### src/rtl/core_pkg.sv
// Package: shared encodings and the control word of the single-cycle core.
// Assumes the fixed 32-bit instruction format (opcode 31:26, funct 5:0).
package core_pkg;

    localparam logic [5:0] OPC_REG  = 6'd0;
    localparam logic [5:0] OPC_JMP  = 6'd2;
    localparam logic [5:0] OPC_BEQ  = 6'd4;
    localparam logic [5:0] OPC_LOAD = 6'd35;
    localparam logic [5:0] OPC_STOR = 6'd43;

    // ALU operation codes (4 bits, six used)
    typedef enum logic [3:0] {
        ALU_AND = 4'b0000,
        ALU_OR  = 4'b0001,
        ALU_ADD = 4'b0010,
        ALU_SUB = 4'b0110,
        ALU_SLT = 4'b0111,
        ALU_NOR = 4'b1100
    } alu_op_e;

    // Mode handed from main decoder to ALU decoder
    typedef enum logic [1:0] {
        AM_ADD   = 2'b00,
        AM_SUB   = 2'b01,
        AM_FUNCT = 2'b10
    } alu_mode_e;

    typedef struct packed {
        logic      rf_we;      // write register file
        logic      dst_rd;     // destination is bits 15:11 (else 20:16)
        logic      src_imm;    // ALU B operand is the immediate
        logic      mem_we;     // store
        logic      mem_to_rf;  // write-back from data memory
        logic      is_branch;  // branch-if-equal
        logic      is_jump;    // absolute jump
        alu_mode_e mode;
    } ctrl_t;

endpackage

### src/rtl/ctl_main.sv
// Main decoder: maps the 6-bit opcode to the datapath control word.
// Assumes unknown opcodes behave as no-operations (no writes, sequential PC).
module ctl_main
    import core_pkg::*;
(
    input  logic [5:0] opcode,
    output ctrl_t      ctrl
);

    // Decode one opcode into the full control word
    always_comb begin
        ctrl = '{default: '0, mode: AM_ADD};
        case (opcode)
            OPC_REG: begin
                ctrl.rf_we  = 1'b1;
                ctrl.dst_rd = 1'b1;
                ctrl.mode   = AM_FUNCT;
            end
            OPC_LOAD: begin
                ctrl.rf_we     = 1'b1;
                ctrl.src_imm   = 1'b1;
                ctrl.mem_to_rf = 1'b1;
            end
            OPC_STOR: begin
                ctrl.src_imm = 1'b1;
                ctrl.mem_we  = 1'b1;
            end
            OPC_BEQ: begin
                ctrl.is_branch = 1'b1;
                ctrl.mode      = AM_SUB;
            end
            OPC_JMP: ctrl.is_jump = 1'b1;
            default: ;
        endcase
    end

endmodule

### src/rtl/ctl_alu.sv
// ALU decoder: second decode level from mode and funct to a 4-bit ALU code.
// Assumes the top two funct bits carry no information for the supported set.
module ctl_alu
    import core_pkg::*;
(
    input  alu_mode_e mode,
    input  logic [5:0] funct,
    output alu_op_e    op
);

    // Select a fixed operation or decode the function field
    always_comb begin
        case (mode)
            AM_ADD: op = ALU_ADD;
            AM_SUB: op = ALU_SUB;
            default: begin
                casez (funct)
                    6'b??0000: op = ALU_ADD;
                    6'b??0010: op = ALU_SUB;
                    6'b??0100: op = ALU_AND;
                    6'b??0101: op = ALU_OR;
                    6'b??1010: op = ALU_SLT;
                    default:   op = ALU_ADD;
                endcase
            end
        endcase
    end

endmodule

### src/rtl/core_alu.sv
// Arithmetic/logic unit with a zero flag; set-on-less-than is signed.
// Assumes op is one of the six defined codes; others give zero.
module core_alu
    import core_pkg::*;
#(
    parameter int W = 32
) (
    input  logic [W-1:0] a,
    input  logic [W-1:0] b,
    input  alu_op_e      op,
    output logic [W-1:0] y,
    output logic         zero
);

    // Compute the result for the selected operation
    always_comb begin
        case (op)
            ALU_AND: y = a & b;
            ALU_OR:  y = a | b;
            ALU_ADD: y = a + b;
            ALU_SUB: y = a - b;
            ALU_SLT: y = {{(W-1){1'b0}}, ($signed(a) < $signed(b))};
            ALU_NOR: y = ~(a | b);
            default: y = '0;
        endcase
    end

    assign zero = (y == '0);

endmodule

### src/rtl/core_rf.sv
// Register file: two combinational read ports, one synchronous write port.
// Assumes entry 0 is hard-wired to zero; all entries clear on reset.
module core_rf #(
    parameter int W = 32,
    parameter int N = 32,
    localparam int AW = $clog2(N)
) (
    input  logic          clk,
    input  logic          rst_n,
    input  logic [AW-1:0] ra_a,
    input  logic [AW-1:0] ra_b,
    output logic [W-1:0]  rd_a,
    output logic [W-1:0]  rd_b,
    input  logic          we,
    input  logic [AW-1:0] wa,
    input  logic [W-1:0]  wd
);

    logic [W-1:0] regs [N];

    // Clear on reset; otherwise write any entry except zero
    always_ff @(posedge clk) begin
        if (!rst_n) begin
            for (int i = 0; i < N; i++) regs[i] <= '0;
        end else if (we && wa != '0) begin
            regs[wa] <= wd;
        end
    end

    assign rd_a = (ra_a == '0) ? '0 : regs[ra_a];
    assign rd_b = (ra_b == '0) ? '0 : regs[ra_b];


    r0_zero_chk: assert property (@(posedge clk) disable iff (!rst_n)
        (ra_a == '0) |-> (rd_a == '0));

endmodule

### src/rtl/core_sc.sv
// Single-cycle core top: PC register, decoders, register file, ALU and
// next-PC selection. Assumes combinational instruction and data reads and a
// data write taken by the memory at the rising edge while dmem_we is high.
module core_sc
    import core_pkg::*;
#(
    parameter int XLEN = 32,
    parameter int NREG = 32
) (
    input  logic            clk,
    input  logic            rst_n,
    output logic [XLEN-1:0] imem_addr,
    input  logic [XLEN-1:0] imem_data,
    output logic [XLEN-1:0] dmem_addr,
    output logic [XLEN-1:0] dmem_wdata,
    output logic            dmem_we,
    input  logic [XLEN-1:0] dmem_rdata
);

    localparam int AW    = $clog2(NREG);
    localparam int IMM_W = 16;

    logic [XLEN-1:0] pc_q, pc_nxt, pc_plus4, br_target, jmp_target;
    logic [XLEN-1:0] imm_ext, rs_val, rt_val, alu_b, alu_y, wb_data;
    logic [AW-1:0]   rs_idx, rt_idx, rd_idx, wr_idx;
    logic            alu_zero;
    ctrl_t           ctrl;
    alu_op_e         alu_op;
    logic            unused_shamt;

    assign rs_idx       = imem_data[21 +: AW];
    assign rt_idx       = imem_data[16 +: AW];
    assign rd_idx       = imem_data[11 +: AW];
    assign unused_shamt = ^imem_data[10:6];
    assign imm_ext      = {{(XLEN-IMM_W){imem_data[IMM_W-1]}}, imem_data[IMM_W-1:0]};

    ctl_main u_main (.opcode(imem_data[31:26]), .ctrl(ctrl));

    ctl_alu u_aluctl (.mode(ctrl.mode), .funct(imem_data[5:0]), .op(alu_op));

    core_rf #(.W(XLEN), .N(NREG)) u_rf (
        .clk(clk), .rst_n(rst_n),
        .ra_a(rs_idx), .ra_b(rt_idx), .rd_a(rs_val), .rd_b(rt_val),
        .we(ctrl.rf_we), .wa(wr_idx), .wd(wb_data)
    );

    assign alu_b = ctrl.src_imm ? imm_ext : rt_val;

    core_alu #(.W(XLEN)) u_alu (
        .a(rs_val), .b(alu_b), .op(alu_op), .y(alu_y), .zero(alu_zero)
    );

    assign wr_idx  = ctrl.dst_rd ? rd_idx : rt_idx;
    assign wb_data = ctrl.mem_to_rf ? dmem_rdata : alu_y;

    // Next-PC candidates and selection; jump overrides branch/sequential
    assign pc_plus4   = pc_q + XLEN'(4);
    assign br_target  = pc_plus4 + (imm_ext << 2);
    assign jmp_target = {pc_plus4[XLEN-1:28], imem_data[25:0], 2'b00};

    always_comb begin
        if (ctrl.is_jump)                    pc_nxt = jmp_target;
        else if (ctrl.is_branch && alu_zero) pc_nxt = br_target;
        else                                 pc_nxt = pc_plus4;
    end

    // Program counter register with synchronous active-low reset
    always_ff @(posedge clk) begin
        if (!rst_n) pc_q <= '0;
        else        pc_q <= pc_nxt;
    end

    assign imem_addr  = pc_q;
    assign dmem_addr  = alu_y;
    assign dmem_wdata = rt_val;
    assign dmem_we    = ctrl.mem_we;


    pc_reset_chk: assert property (@(posedge clk) disable iff (!rst_n)
        $rose(rst_n) |-> (pc_q == '0));


    pc_seq_chk: assert property (@(posedge clk) disable iff (!rst_n)
        (!ctrl.is_jump && !ctrl.is_branch) |=> (pc_q == $past(pc_q) + XLEN'(4)));


    jmp_target_chk: assert property (@(posedge clk) disable iff (!rst_n)
        (imem_data[31:26] == OPC_JMP) |=>
            (pc_q[1:0] == 2'b00 && pc_q[27:2] == $past(imem_data[25:0])));


    br_eq_chk: assert property (@(posedge clk) disable iff (!rst_n)
        (imem_data[31:26] == OPC_BEQ && rs_val == rt_val) |=>
            (pc_q == $past(pc_q) + XLEN'(4) + ($past(imm_ext) << 2)));


    mem_addr_chk: assert property (@(posedge clk) disable iff (!rst_n)
        (imem_data[31:26] == OPC_STOR || imem_data[31:26] == OPC_LOAD) |->
            (dmem_addr == rs_val + imm_ext));


    rf_we_class_chk: assert property (@(posedge clk) disable iff (!rst_n)
        ctrl.rf_we |-> (imem_data[31:26] == OPC_REG || imem_data[31:26] == OPC_LOAD));

endmodule

### config.mk
export PLATFORM = sky130hd
export DESIGN_NAME = core_sc
export DESIGN_NICKNAME = d
export VERILOG_FILES = /design/src/rtl/core_pkg.sv /design/src/rtl/ctl_main.sv /design/src/rtl/ctl_alu.sv /design/src/rtl/core_alu.sv /design/src/rtl/core_rf.sv /design/src/rtl/core_sc.sv
export SDC_FILE = /design/constraint.sdc
export NUM_CORES = 2
export LEC_CHECK = 0
export ABC_AREA = 1
export BUFFER_PORTS_ARGS = -buffer_cell sky130_fd_sc_hd__buf_4
export CAP_MARGIN = 10
export CORE_ASPECT_RATIO = 1.4
export CORE_MARGIN = 2
export CORE_UTILIZATION = 45
export CTS_BUF_LIST = sky130_fd_sc_hd__clkbuf_2
export DETAILED_ROUTE_END_ITERATION = 8
export SYNTH_ARGS = -nofsm -noshare
export SYNTH_HDL_FRONTEND = slang
export SYNTH_SLANG_ARGS = --single-unit
### constraint.sdc
create_clock -name clk -period 5.07 [get_ports clk]
set_input_delay 0.507 -clock clk [delete_from_list [all_inputs] [get_ports clk]]
set_output_delay 0.507 -clock clk [all_outputs]
set_load 0.02 [all_outputs]
; ---- Word level (Yosys, flattened, before mapping)
; Memory sizes are Yosys's and may differ from the RTL's.
; Cells that the tools add are included.
[op_classes]
n_addsub = 4
order_cmp = 1
eq_ne = 14
muxes = 25
bitwise = 4
n_reduce_logical = 13
[op_table]
columns = cell, n
row1 = 32-bit 2-to-1 mux, 7
row2 = 32-bit case mux with 6 select lines, 1
row3 = 32-bit adder, 2
row4 = "32-bit by 3-bit adder with 32-bit output, second input constant", 1
row5 = 32-bit bitwise AND, 1
row6 = 32-bit zero test, 1
row7 = 32-bit less-than comparator, 1
row8 = 32-bit NOT, 1
row9 = 32-bit bitwise OR, 1
row10 = 32-bit OR reduction, 1
row11 = 32-bit subtractor, 1
row12 = "4-bit by 3-bit == test with 1-bit output, second input constant", 4
row13 = "6-bit == test, second input constant", 2
row14 = 1-bit 2-to-1 mux, 12
row15 = 3-bit case mux with 4 select lines, 1
row16 = 5-bit zero test, 2
row17 = 5-bit 2-to-1 mux, 2
row18 = "4-bit by 2-bit == test with 1-bit output, second input constant", 2
row19 = "4-bit == test, second input constant", 2
row20 = 4-bit case mux with 2 select lines, 1
row21 = "6-bit by 2-bit == test with 1-bit output, second input constant", 1
row22 = "6-bit by 3-bit == test with 1-bit output, second input constant", 1
row23 = 6-bit zero test, 1
row24 = 2-bit OR reduction, 3
row25 = other kinds (8), 9
[totals]
regBits = 32
ramBits = 1024
inputBits = 66
out_inout_bits = 97
elab_cells = 64
memories = 1
[mem_list]
columns = memory, depth, width, rd, rd_clocked_by_memory_dff, wr, line_no
row1 = u_rf.regs, 32, 32, 2, 0, 32, core_rf.sv:19  ; logic [W-1:0] regs [N];

; ---- Longest topological paths before layout
[logic_depth]
depth_word = 11
mapped_depth = 39
ltp_nobuf = 35

; ---- By module
; From an unflattened synthesis, not the netlist that was laid out.
[hier_totals]
hier_cells = 9669
hier_area_um2 = 69115.0
[by_module_without_submodules]
columns = module, instances, cells_each, area_each_um2, seq_area_each_um2
row1 = core_rf, 1, 7255, 56653.1, 30749.5
row2 = core_alu, 1, 1390, 6860.3, 0.0
row3 = core_sc, 1, 982, 5415.2, 600.6
row4 = ctl_main, 1, 26, 112.6, 0.0
row5 = ctl_alu, 1, 16, 73.8, 0.0

; ---- Least setup slack after synthesis
; Ideal clock, no wire load.
[synth_path]
path_kind = input to register
from = input port imem_data[16]
to = register pc_q[27] (netlist: imem_addr[27])
setup_ns = 0.193
arrival_time_ns = 4.885
required_time_ns = 4.877
path_slack_ns = -0.008
path_stages = 36
path_buffers = 6
cell_sequence = clkbuf_1 inv_2 clkbuf_1 clkbuf_1 buf_1 nor2_1 o22ai_1 o21ai_0 nand3_1 o211ai_1 nand2_1 o21ai_0 inv_1 ha_1 inv_1 fa_1 inv_1 nand3_1 nand2_1 nand2_1 nand2_1 nand2_1 nand2_1 nand2_1 nand2_1 nand2_1 nand3_1 nand3_1 nor2_1 nand3_1 nor2_2 buf_4 buf_6 nand3_1 nand3_1 a21oi_1
[synth_via]
elab_chain_cells = 10
word_cells_on_any_way = 15
cone_classes = add/sub: 2 / order compare: 1 / mux: 5 / bitwise: 3 / reduce/logical: 3 / memory: 1
[synth_lines]
columns = element, line_no
row1 = from (decl), core_sc.sv:13  ; input logic [XLEN-1:0] imem_data,
row2 = memory read 32 x 32 bit or 5-bit zero test (tied branches), -
row3 = 32-bit 2-to-1 mux *, core_rf.sv:31  ; assign rd_b = (ra_b == '0) ? '0 : regs[ra_b];
row4 = 32-bit 2-to-1 mux *, core_sc.sv:47  ; assign alu_b = ctrl.src_imm ? imm_ext : rt_val;
row5 = branches (longest 2 deep; another with 32-bit subtractor), -
row6 = 32-bit case mux with 6 select lines *, core_alu.sv:17  ; case (op)
row7 = named net dmem_addr[30], core_sc.sv:14  ; output logic [XLEN-1:0] dmem_addr,
row8 = 32-bit zero test *, core_alu.sv:28  ; assign zero = (y == '0);
row9 = 1-bit logical AND *, core_sc.sv:63  ; else if (ctrl.is_branch && alu_zero) pc_nxt = br_target;
row10 = 32-bit 2-to-1 mux *, core_sc.sv:63
row11 = 32-bit 2-to-1 mux *, core_sc.sv:62  ; if (ctrl.is_jump) pc_nxt = jmp_target;
row12 = to (signal assigned), core_sc.sv:70  ; else pc_q <= pc_nxt;
row13 = to (decl), core_sc.sv:23  ; logic [XLEN-1:0] pc_q, pc_nxt, pc_plus4, br_target, jmp_target;
; Mark *: on every way through the listed nets, which the timed path passes.
; A chain may end at the register's enable or synchronous reset.

==> reports/qor.yml <==
worst_setup_path:
  r2r-end: "imem_addr[23]"
  critPathKind: "reg -> out"
  reg2reg_depth: 40
  cp_slowest_stage_delay_ns: 0.38
  cpMostUsedCell: "nand2_1"
  start_kind: "flip-flop"
  end_kind: "primary output"
  timing.rr.start: "u_rf.regs[14][9]"
  cp_data_arrival_time_ns: 5.43
  slowest_stage: "edfxtp_1"
  critPathRequiredTime_ns: 4.56
  crit_chain: "nor2_1 > o221ai_1 > nand3_1 > nand2_1 > o211ai_1 > buf_4 > o21ai_0 > buf_4 > inv_1 > ha_1 > inv_1 > nor3_1 > nand2_1 > nor3_2 > nand2_2 > nand2_1 > nand2_1 > nand3_2 > nand2_2 > buf_6 > buf_6"
  path_max_fanout: 2
  reg2reg_slack_ns: -0.58
power:
  power_mw: 27.0
  power_density_mw_per_mm2: 316
  p_leak_nw: 35.3
  vdd_drop_max_uv: 412
logic_synthesis:
  ys.flop_type: "edfxtp_1"
  avgSynthCellArea_um2: 7.98
  synth_warnings: 0
  synth_edf_count: 1024
  synth.cell_area_mm2: 0.0642
  yosys_register_bits: 1054
  yosysUniqueCellTypes: 51
  syn_inst: 8055
  async_flop_share: 0
  ys_seq_area_frac: 0.488
sta:
  worstMarginPinSlew_ns: 1.26
  period_needed_ns: 5.93
  rsz0062_at_grt: "yes"
  fmax_ghz: 0.169
  skew_ns: 0.258
  setup_viol: 61
  maxSlewViolCount: 0
  setup_ws_ns: -0.864
  slew_headroom: 0.159
  hold_ws_ns: 0.155
  finalHoldViolations: 0
  fin_crit_sh: 1.17
routing:
  wl_met1_um: 105000
  wirelength_um: 308000
  post_drt_wl_per_cell_um: 27.1
  firstDrtPassIters: 9
  drc: 0
  drtIter0Drc: 9968
  vias_per_cell: 6.25
  vias: 70992
  ant_nets: 0
  maxUsedRoutingLayer: "met5"
  dr_wl_met2_um: 141000
  met3WireLength_um: 36000
cells_and_area:
  final_cell_area_mm2: 0.0853
  drive_gt1_frac: 0.275
  area_growth_syn_to_layout_pct: 32.8
  nets: 9466
die:
  pin_count: 163
  rows: 164
  die_area_mm2: 0.146
  initial_utilization: 0.452
  coreArea_mm2: 0.142
  die_w_um: 323
  die_y_um: 451
placement:
  dp_hpwl_um: 206000
  io_buffers: 160
  dpl_cell_area_mm2: 0.0762
  place.gp.congestion: 0.991
clock_tree:
  cts_sinks: 1054
  htreeDepth: 5
  clkLatencyLatePin_ns: 1.87
  cts_tree: "yes"
  clkTransAtPathRegs_ns: 0.10
  clockBufferDepth: 4
  cts_made_buffers: 281
  clockRootBuffer: "clkbuf_2"
grt:
  track_usage: 0.411
  grt_pass1_wl_um: 442000
  overflow: 0
  antenna_found_initial: 8
  grt_pass1_vias: 69197
  grt_max_degree: 65
hold_path:
  hp-class: "in -> reg"
  min_path_cells: 9
  worstHoldStart: "imem_data[1]"
  whs_endpoint: "imem_addr[5]"
status:
  status: "complete, but fails checks"
  violations: "setup timing"
flow_run:
  max_cap_violations: 0
==> final cells by class <==
type / instances / area, µm²
diodes: 11 / 27.5
clock buffers: 395 / 1980
clock inverters: 55 / 289
fillers: 12514 / 56900
inverters: 458 / 1800
multi-input cells: 5888 / 32300
flip-flops and latches: 1054 / 31400
well taps: 1909 / 2390
repair buffers: 1588 / 15200
==> flip-flops by register name, indices dropped and copies added (netlist names) <==
register / flops
imem_addr: 30
u_rf.regs: 1024
==> worst max-delay path, delay by kind of cell (launching register included) <==
family | cells | cell delay [ns]
compound gates | 3 | 0.69
flops | 1 | 0.38
buf+inv | 6 | 0.80
simple gates | 11 | 1.37
fa+ha+maj | 1 | 0.30
==> cell usage after synthesis (4+ instances only) <==
cell type,number,area share
ha_1,126,0.025
clkinv_1,6,0.00035
o22ai_1,191,0.019
o31ai_1,6,0.00070
a31oi_1,4,0.00039
inv_2,4,0.00023
nor4_1,7,0.00068
o21ai_0,1228,0.096
mux2i_1,14,0.0022
a21oi_1,263,0.020
nor2_1,2280,0.13
nand2_1,750,0.044
dfxtp_1,30,0.0093
buf_6,5,0.00088
a311oi_1,12,0.0016
nor2_2,11,0.0011
xnor2_1,13,0.0018
buf_2,28,0.0022
a32o_1,9,0.0014
edfxtp_1,1024,0.48
o2111ai_1,6,0.00082
nor3_1,46,0.0036
inv_1,448,0.026
buf_1,34,0.0020
o21ai_1,9,0.00070
o21bai_1,16,0.0019
and2_1,6,0.00058
a21o_1,6,0.00070
o211ai_1,100,0.012
nand4_1,36,0.0035
o221ai_1,239,0.033
clkbuf_1,614,0.036
xor2_1,38,0.0052
nand3_1,410,0.032
buf_4,7,0.00082
==> worst max path at each step <==
stage	start	endpoint	slack, ns	cells after the start
detailed placement	imem_data[16]	imem_addr[7]	-1.18	31
global placement	imem_data[16]	imem_addr[18]	-1.30	30
floorplan	imem_data[16]	imem_addr[27]	0.04	35
CTS	u_rf.regs[5][23]	dmem_addr[31]	-0.97	27
finish	u_rf.regs[11][31]	dmem_addr[0]	-0.86	21
global route	u_rf.regs[30][10]	dmem_addr[16]	-1.09	28
==> power by group <==
part           switching, mW  leakage (nW)  internal (mW)
logic                   6.78          22.6           4.34
registers              0.161          10.9           9.81
clock network           3.67          1.79           2.21
total                   10.6          35.3           16.3
==> stage by stage <==
step                       util  TNS [ns]  std cells  setup WS (ns)
final                     0.600    -34.13      11358         -0.864
after global routing      0.600    -49.92      11352          -1.09
after CTS                 0.592    -34.16      11337         -0.968
after detailed placement  0.536   -338.36      10581          -1.18
after global placement    0.536   -344.76      10581          -1.30
after floorplan               -         0       8088         0.0376
==> cells in the final DEF, fill, tap and decap left out, drive strengths merged, types with 126 or more instances in the layout <==
cell type    count
o221ai         239
clkbuf         398
dlygate4sd3    147
o21ai         1237
ha             126
o22ai          191
nand2          754
inv            460
edfxtp        1024
nor2          2292
buf           1438
nand3          411
a21oi          263
==> metal layers <==
layer / vias to the layer above / global-route usage
met2: 5492 / 0.656
met4: 2 / 0.302
li1: 30438 / -
met5: - / 0
met1: 33642 / 0.479
met3: 1418 / 0.101
==> kinds of logic after synthesis <==
logic type	count (synthesis)	share of synthesized area
AND/OR/NAND/NOR	3557	0.220
AO/OA/AOI/OAI	2103	0.189
buffers and inverters	1146	0.0685
flip-flops	1054	0.488
adder cells (fa/ha/maj)	129	0.0255
XOR/XNOR	51	0.00695
multiplexers	14	0.00218
other	1	0.0000584
==> repair_timing <==
| action | 4_1_cts | 5_1_grt |
|---|---|---|
| hold buffers | 148 | 0 |
| setup buffers | 194 | 44 |
| pin swaps | 253 | 144 |
| setup endpoints to repair | 260 | 113 |
| resized for setup | 811 | 322 |
| cloned | 8 | 2 |
| hold endpoints to repair | 1774 | 0 |
No activity file was read; power rests on OpenSTA's default activity.
